## src/rtl/acc_alu_pkg.sv

```systemverilog
package acc_alu_pkg;
  typedef enum logic [4:0] {
    OP_NOP     = 5'd0,
    OP_ADD_SH  = 5'd1,
    OP_SUB_SH  = 5'd2,
    OP_LOAD_SH = 5'd3,
    OP_ADD_HI  = 5'd4,
    OP_SUB_HI  = 5'd5,
    OP_ADD_P   = 5'd6,
    OP_SUB_P   = 5'd7,
    OP_ABS     = 5'd8,
    OP_DIVSTEP = 5'd9,
    OP_AND     = 5'd10,
    OP_OR      = 5'd11,
    OP_XOR     = 5'd12,
    OP_ZLOAD_L = 5'd13,
    OP_ZLOAD_H = 5'd14,
    OP_ZERO    = 5'd15,
    OP_BR_OV   = 5'd16,
    OP_SET_OVM = 5'd17,
    OP_CLR_OVM = 5'd18
  } alu_op_e;

  localparam int OPC_W = 5;
endpackage

```

## src/rtl/acc_operand_align.sv

```systemverilog
module acc_operand_align #(
  parameter int DATA_W = 16,
  parameter int SH_W   = 4
) (
  input  logic [DATA_W-1:0]   operand,
  input  logic [SH_W-1:0]     shift_amt,
  output logic [2*DATA_W-1:0] shifted_sx,
  output logic [2*DATA_W-1:0] high_word,
  output logic [2*DATA_W-1:0] divstep_word
);
  localparam int ACC_W = 2 * DATA_W;

  logic [ACC_W-1:0] stage [0:SH_W];

  assign stage[0] = {{DATA_W{operand[DATA_W-1]}}, operand};

  // log-depth barrel shifter, one stage per shift bit
  for (genvar g = 0; g < SH_W; g++) begin : g_stage
    assign stage[g+1] = shift_amt[g] ? (stage[g] << (1 << g)) : stage[g];
  end

  assign shifted_sx   = stage[SH_W];
  assign high_word    = {operand, {DATA_W{1'b0}}};
  assign divstep_word = {{DATA_W{1'b0}}, operand} << (DATA_W - 1);
endmodule

```

## src/rtl/acc_arith.sv

```systemverilog
module acc_arith
  import acc_alu_pkg::*;
#(
  parameter int DATA_W = 16
) (
  input  alu_op_e             op,
  input  logic                op_valid,
  input  logic [2*DATA_W-1:0] acc_q,
  input  logic                ov_q,
  input  logic                ovm_q,
  input  logic [DATA_W-1:0]   operand,
  input  logic [2*DATA_W-1:0] product,
  input  logic [2*DATA_W-1:0] shifted_sx,
  input  logic [2*DATA_W-1:0] high_word,
  input  logic [2*DATA_W-1:0] divstep_word,
  output logic [2*DATA_W-1:0] acc_d,
  output logic                ov_d,
  output logic                ovm_d,
  output logic                ov_branch
);
  localparam int ACC_W = 2 * DATA_W;
  localparam int MSB   = ACC_W - 1;
  localparam logic [ACC_W-1:0] POS_MAX = {1'b0, {(ACC_W-1){1'b1}}};
  localparam logic [ACC_W-1:0] NEG_MAX = {1'b1, {(ACC_W-1){1'b0}}};

  logic [ACC_W-1:0] src;
  logic             is_add, is_sub;
  logic [ACC_W-1:0] sum, diff, dstep, negated, clamp, zext_op;
  logic             add_ovf, sub_ovf, ovf;

  always_comb begin
    src    = product;
    is_add = 1'b0;
    is_sub = 1'b0;
    unique case (op)
      OP_ADD_SH: begin src = shifted_sx; is_add = 1'b1; end
      OP_SUB_SH: begin src = shifted_sx; is_sub = 1'b1; end
      OP_ADD_HI: begin src = high_word;  is_add = 1'b1; end
      OP_SUB_HI: begin src = high_word;  is_sub = 1'b1; end
      OP_ADD_P:  begin src = product;    is_add = 1'b1; end
      OP_SUB_P:  begin src = product;    is_sub = 1'b1; end
      default:   ;
    endcase
  end

  assign sum     = acc_q + src;
  assign diff    = acc_q - src;
  assign add_ovf = is_add && (acc_q[MSB] == src[MSB]) && (sum[MSB] != acc_q[MSB]);
  assign sub_ovf = is_sub && (acc_q[MSB] != src[MSB]) && (diff[MSB] != acc_q[MSB]);
  assign ovf     = add_ovf | sub_ovf;
  assign clamp   = acc_q[MSB] ? NEG_MAX : POS_MAX;
  assign dstep   = acc_q - divstep_word;
  assign negated = (~acc_q) + 1'b1;
  assign zext_op = {{DATA_W{1'b0}}, operand};

  always_comb begin
    acc_d     = acc_q;
    ov_d      = ov_q;
    ovm_d     = ovm_q;
    ov_branch = 1'b0;
    if (op_valid) begin
      unique case (op)
        OP_ADD_SH, OP_ADD_HI, OP_ADD_P: acc_d = (ovf && ovm_q) ? clamp : sum;
        OP_SUB_SH, OP_SUB_HI, OP_SUB_P: acc_d = (ovf && ovm_q) ? clamp : diff;
        OP_LOAD_SH: acc_d = shifted_sx;
        OP_ABS: begin
          if (acc_q[MSB]) acc_d = (acc_q == NEG_MAX && ovm_q) ? POS_MAX : negated;
        end
        OP_DIVSTEP: acc_d = dstep[MSB] ? {acc_q[MSB-1:0], 1'b0}
                                       : {dstep[MSB-1:0], 1'b1};
        OP_AND:     acc_d = acc_q & zext_op;
        OP_OR:      acc_d = acc_q | zext_op;
        OP_XOR:     acc_d = acc_q ^ zext_op;
        OP_ZLOAD_L: acc_d = zext_op;
        OP_ZLOAD_H: acc_d = high_word;
        OP_ZERO:    acc_d = '0;
        OP_BR_OV: begin
          ov_branch = ov_q;
          ov_d      = 1'b0;
        end
        OP_SET_OVM: ovm_d = 1'b1;
        OP_CLR_OVM: ovm_d = 1'b0;
        default: ;
      endcase
      if (ovf) ov_d = 1'b1;
    end
  end
endmodule

```

## src/rtl/acc_flags.sv

```systemverilog
module acc_flags #(
  parameter int DATA_W = 16,
  parameter int ST_W   = 3
) (
  input  logic [2*DATA_W-1:0] acc,
  input  logic [ST_W-1:0]     store_shift,
  output logic                acc_zero,
  output logic                acc_neg,
  output logic                acc_pos,
  output logic [DATA_W-1:0]   store_word
);
  localparam int ACC_W = 2 * DATA_W;

  logic [ACC_W-1:0] st_shifted;

  assign acc_zero   = (acc == '0);
  assign acc_neg    = acc[ACC_W-1];
  assign acc_pos    = !acc[ACC_W-1] && !acc_zero;
  assign st_shifted = acc << store_shift;
  assign store_word = st_shifted[ACC_W-1:DATA_W];
endmodule

```

## src/rtl/acc_alu.sv

```systemverilog
module acc_alu
  import acc_alu_pkg::*;
#(
  parameter int DATA_W = 16,
  parameter int SH_W   = 4,
  parameter int ST_W   = 3
) (
  input  logic                clk,
  input  logic                rst_n,
  input  logic                op_valid,
  input  logic [4:0]          op_code,
  input  logic [SH_W-1:0]     shift_amt,
  input  logic [ST_W-1:0]     store_shift,
  input  logic [DATA_W-1:0]   operand,
  input  logic [2*DATA_W-1:0] product,
  output logic [2*DATA_W-1:0] acc_out,
  output logic [15:0]         status_word,
  output logic                acc_zero,
  output logic                acc_neg,
  output logic                acc_pos,
  output logic                ov_branch,
  output logic [DATA_W-1:0]   store_word
);
  localparam int ACC_W = 2 * DATA_W;

  logic [1:0]       rst_pipe;
  logic             rst_n_sync;
  logic [ACC_W-1:0] acc_q, acc_d;
  logic             ov_q, ov_d, ovm_q, ovm_d;
  logic [ACC_W-1:0] shifted_sx, high_word, divstep_word;
  alu_op_e          op;

  // asynchronous assertion, synchronous release
  always_ff @(posedge clk or negedge rst_n) begin
    if (!rst_n) rst_pipe <= 2'b00;
    else        rst_pipe <= {rst_pipe[0], 1'b1};
  end
  assign rst_n_sync = rst_pipe[1];

  assign op = alu_op_e'(op_code);

  acc_operand_align #(.DATA_W(DATA_W), .SH_W(SH_W)) u_align (
    .operand      (operand),
    .shift_amt    (shift_amt),
    .shifted_sx   (shifted_sx),
    .high_word    (high_word),
    .divstep_word (divstep_word)
  );

  acc_arith #(.DATA_W(DATA_W)) u_arith (
    .op           (op),
    .op_valid     (op_valid),
    .acc_q        (acc_q),
    .ov_q         (ov_q),
    .ovm_q        (ovm_q),
    .operand      (operand),
    .product      (product),
    .shifted_sx   (shifted_sx),
    .high_word    (high_word),
    .divstep_word (divstep_word),
    .acc_d        (acc_d),
    .ov_d         (ov_d),
    .ovm_d        (ovm_d),
    .ov_branch    (ov_branch)
  );

  always_ff @(posedge clk or negedge rst_n_sync) begin
    if (!rst_n_sync) begin
      acc_q <= '0;
      ov_q  <= 1'b1;
      ovm_q <= 1'b1;
    end else if (op_valid) begin
      acc_q <= acc_d;
      ov_q  <= ov_d;
      ovm_q <= ovm_d;
    end
  end

  acc_flags #(.DATA_W(DATA_W), .ST_W(ST_W)) u_flags (
    .acc         (acc_q),
    .store_shift (store_shift),
    .acc_zero    (acc_zero),
    .acc_neg     (acc_neg),
    .acc_pos     (acc_pos),
    .store_word  (store_word)
  );

  assign acc_out     = acc_q;
  assign status_word = {ov_q, ovm_q, 1'b1, 4'hF, 1'b0, 7'h7F, 1'b0};
endmodule

```

## config.mk

```make
export PLATFORM = sky130hd
export DESIGN_NAME = acc_alu
export DESIGN_NICKNAME = d
export VERILOG_FILES = /design/src/rtl/acc_alu_pkg.sv /design/src/rtl/acc_operand_align.sv /design/src/rtl/acc_arith.sv /design/src/rtl/acc_flags.sv /design/src/rtl/acc_alu.sv
export SDC_FILE = /design/constraint.sdc
export NUM_CORES = 1
export LEC_CHECK = 0
export ABC_CLOCK_PERIOD_IN_PS = 5200
export BUFFER_PORTS_ARGS = -buffer_cell sky130_fd_sc_hd__buf_2
export CORE_MARGIN = 2
export CORE_UTILIZATION = 60
export DETAILED_ROUTE_END_ITERATION = 10
export PLACE_DENSITY = 0.84
export SYNTH_ARGS = -nofsm -noshare
export SYNTH_HDL_FRONTEND = slang
export SYNTH_SLANG_ARGS = --single-unit
```

## constraint.sdc

```tcl
create_clock -name clk -period 5.2 [get_ports clk]
set_input_delay 0.52 -clock clk [delete_from_list [all_inputs] [get_ports clk]]
set_output_delay 0.52 -clock clk [all_outputs]
set_load 0.01 [all_outputs]
```

==> flow_metrics.py <==
metrics = {
    "sta": {
        "finalHoldViolations": 0,
        "drv_slew": 0,
        "final-setup-viol-count": 0,
        "rsz_0062_raised_after_global_routing": "false",
        "finalCriticalPeriod_ps": 5160,
        "final_critical_path_setup_slack_ps": 42.1,
        "tightestPinTransition_ps": 1170,
        "part_of_the_cycle_the_worst_path_needs_pct": 99.2,
        "final.setup_skew_ps": 4.32,
        "achievable-frequency_ghz": 0.194,
        "max-slew-margin-rel_pct": 21.6,
    },
    "global_routing": {
        "grt_start_max_net_pins": 35,
        "grt_antenna_before_repair": 1,
        "grt-ovfl-total": 0,
        "grt_pass1_vias": 12600,
        "combined_global_route_utilization_of_all_metal_layers_pct": 48.5,
        "wire_length_of_the_first_global_routing_pass_mm": 69.5,
    },
    "clock_tree": {
        "cts_made_buffers": 5,
        "cts_tree": "yes",
        "cts_root_buf": "clkbuf_16",
        "htree_num_levels": 2,
        "numClockSinks": 36,
        "clk_path_buf_depth": 2,
        "clock_insertion_delay_worst_skew_ps": 300,
        "cts.reportedPaths.clkPinSlew_ps": 70,
    },
    "placement": {
        "dpl.cell_count": 1978,
        "dpl_worst_slack_ps": -262,
        "hpwlAfterDp_mm": 35.7,
        "gp_congestion": 1.06,
        "place.port_buffers": 116,
        "placed_cell_area_mm2": 0.0126,
    },
    "die": {
        "initial_core_utilization_pct": 61.2,
        "die_area_mm2": 0.0187,
        "pin_count": 131,
        "die_x_um": 137,
        "row_count": 48,
        "core-area_mm2": 0.0173,
        "die_y_um": 137,
    },
    "setup_path": {
        "timing.critical_path.arrival_ps": 5340,
        "path_type_of_the_worst_setup_path": "input pin to register",
        "critical-path-top-cell-by-count": "buf_4",
        "cp-start-kind": "input pin",
        "cpPeakStageDelay_ps": 540,
        "cp_cell_sequence": "buf_2 > mux4_2 > nand2_1 > o21ai_0 > buf_4 > a32o_1 > ha_1 > nor2_2 > o221ai_1 > a211oi_2 > buf_4 > a211oi_1 > buf_4 > or3_4 > and3_4 > o31a_1 > or4_1 > a21o_1 > o32a_1",
        "critPathSlowestCell": "mux4_2",
        "crit_path_max_fanout": 8,
        "worstPathRequired_ps": 5380,
        "type_of_destination_of_the_critical_path": "register",
    },
    "synthesis": {
        "synth_cell_type_count": 81,
        "avgSynthCellArea_um2": 6.86,
        "yosys_register_bits": 36,
        "synth-warning-count": 0,
        "synth_enable_flop_cells": 0,
        "netlist_area_mm2": 0.0106,
        "seq_area_frac_synth_pct": 8.53,
        "synthArstFlopShare_pct": 100,
        "syn_inst": 1544,
        "ys_dominant_reg_cell": "dfrtp_1",
    },
    "route": {
        "vias": 13500,
        "routedWlPerCell_um": 23.0,
        "final_antenna_net_count": 0,
        "drt_pre_antenna_iters": 8,
        "drcViolationCount": 0,
        "post_drt_via_cell_ratio": 6.80,
        "totalWireLength_mm": 45.7,
        "drt-initial-drc-count": 1747,
    },
    "job": {
        "timing.max_cap.violations": 0,
    },
    "finish": {
        "layout.nets": 1943,
        "final_common_cell": "buf_4",
        "layout.filler_cells": 1491,
        "layout_common_cells": "buf_4, a21oi_1, nor2_1",
        "postLayoutCoreUtil_pct": 73.9,
        "area_growth_pct": 20.8,
        "final_layout_size_suffix_gt1_share_pct": 22.2,
        "n_antenna_cell": 0,
        "design_area_mm2": 0.0128,
        "instances_no_fill": 1989,
    },
    "pwr": {
        "leakagePower_uw": 0.00588,
        "peakVddDrop_v": 0.000370,
        "power_per_cell_area_mw_per_mm2": 487,
    },
    "run_status": {
        "status": "complete, no violations",
    },
    "hold_path": {
        "hold_path_class": "register to async pin",
    },
}
## critical path: cells and delay by family
kind	cells	cell delay (ps)
and+or+nand+nor	5	1320
muxes	1	540
buffers and inverters	4	750
adders and majority gates	1	380
AOI/OAI and AO/OA	8	1820
## Yosys cell counts (18+ instances only)
cell type	instances	area, µm²
a211oi_1	29	218
a21o_1	23	173
a21oi_1	161	806
a221oi_1	20	175
a31oi_1	23	144
buf_4	20	150
clkbuf_1	86	323
dfrtp_1	34	851
ha_1	114	1430
inv_1	98	368
mux2i_1	42	420
nand2_1	124	465
nand3_1	48	240
nor2_1	142	533
nor3_1	41	205
o211ai_1	18	135
o21ai_0	113	566
xnor2_1	68	596
## metrics by stage
step,TNS (ps),total power [µW],hold WS (ps)
floorplan,0,3890,224
CTS,0,6020,322
global placement,-359,5590,306
finish,0,6230,314
global route,0,6670,359
detailed placement,-1310,5670,307
## kinds of logic (layout without fill, tap and decap cells)
kind of cell,count (synthesis),after routing,synth area share [%]
other,2,15,0.0709
adder cells (fa/ha/maj),117,117,14.0
AND/OR/NAND/NOR,474,474,21.2
XOR/XNOR,85,85,7.03
multiplexers,66,66,7.48
flip-flops,36,36,8.53
AO/OA/AOI/OAI,535,535,32.5
buffers and inverters,229,436,9.11
## final cells by class
type	count	area (µm²)	share of cell area (%)
multi-input cells	1292	8860	69.3
repair buffers	327	2220	17.3
flip-flops and latches	36	903	7.06
inverters	101	379	2.96
well taps	225	282	2.20
clock buffers	5	125	0.978
clock inverters	3	18.8	0.147
## layer usage
metal	track usage, %	part of all wire [%]	vias to the layer above
li1	-	-	6068
met1	57.6	36	6195
met2	76.6	43	964
met3	12.4	12	307
met4	33.1	8.8	0
met5	0	0	-
## where the power goes
part	switching [µW]	total, µW	internal (µW)	leakage [µW]
clock network	150	328	178	0.0000736
registers	358	755	398	0.000408
logic	2910	5140	2240	0.00540
## sequential cells by signal (all words and copies together) (netlist names), named ones only
register / cells
ovm_q: 1
ov_q: 1
acc_out: 31
rst_pipe: 2
## worst paths after layout
kind	startpoint	endpoint	slack, ps	cells after the start
max	shift_amt[1]	acc_out[29]	40	19
min	rst_pipe[1]	acc_out[11]	310	1
max reg2reg	acc_out[10]	acc_out[7]	980	13
min reg2reg	rst_pipe[1]	acc_out[11]	310	1
max in group asynchronous	rst_pipe[1]	ov_q	4500	1
min in group clk	rst_pipe[0]	rst_pipe[1]	360	0
## repair_timing
item,in CTS,in global routing
endpoints found under the hold margin,2,0
resized for setup,0,21
hold buffers,1,0
buffers inserted,0,2
setup endpoints to repair,0,22
Power figures use the tool's default switching activity.
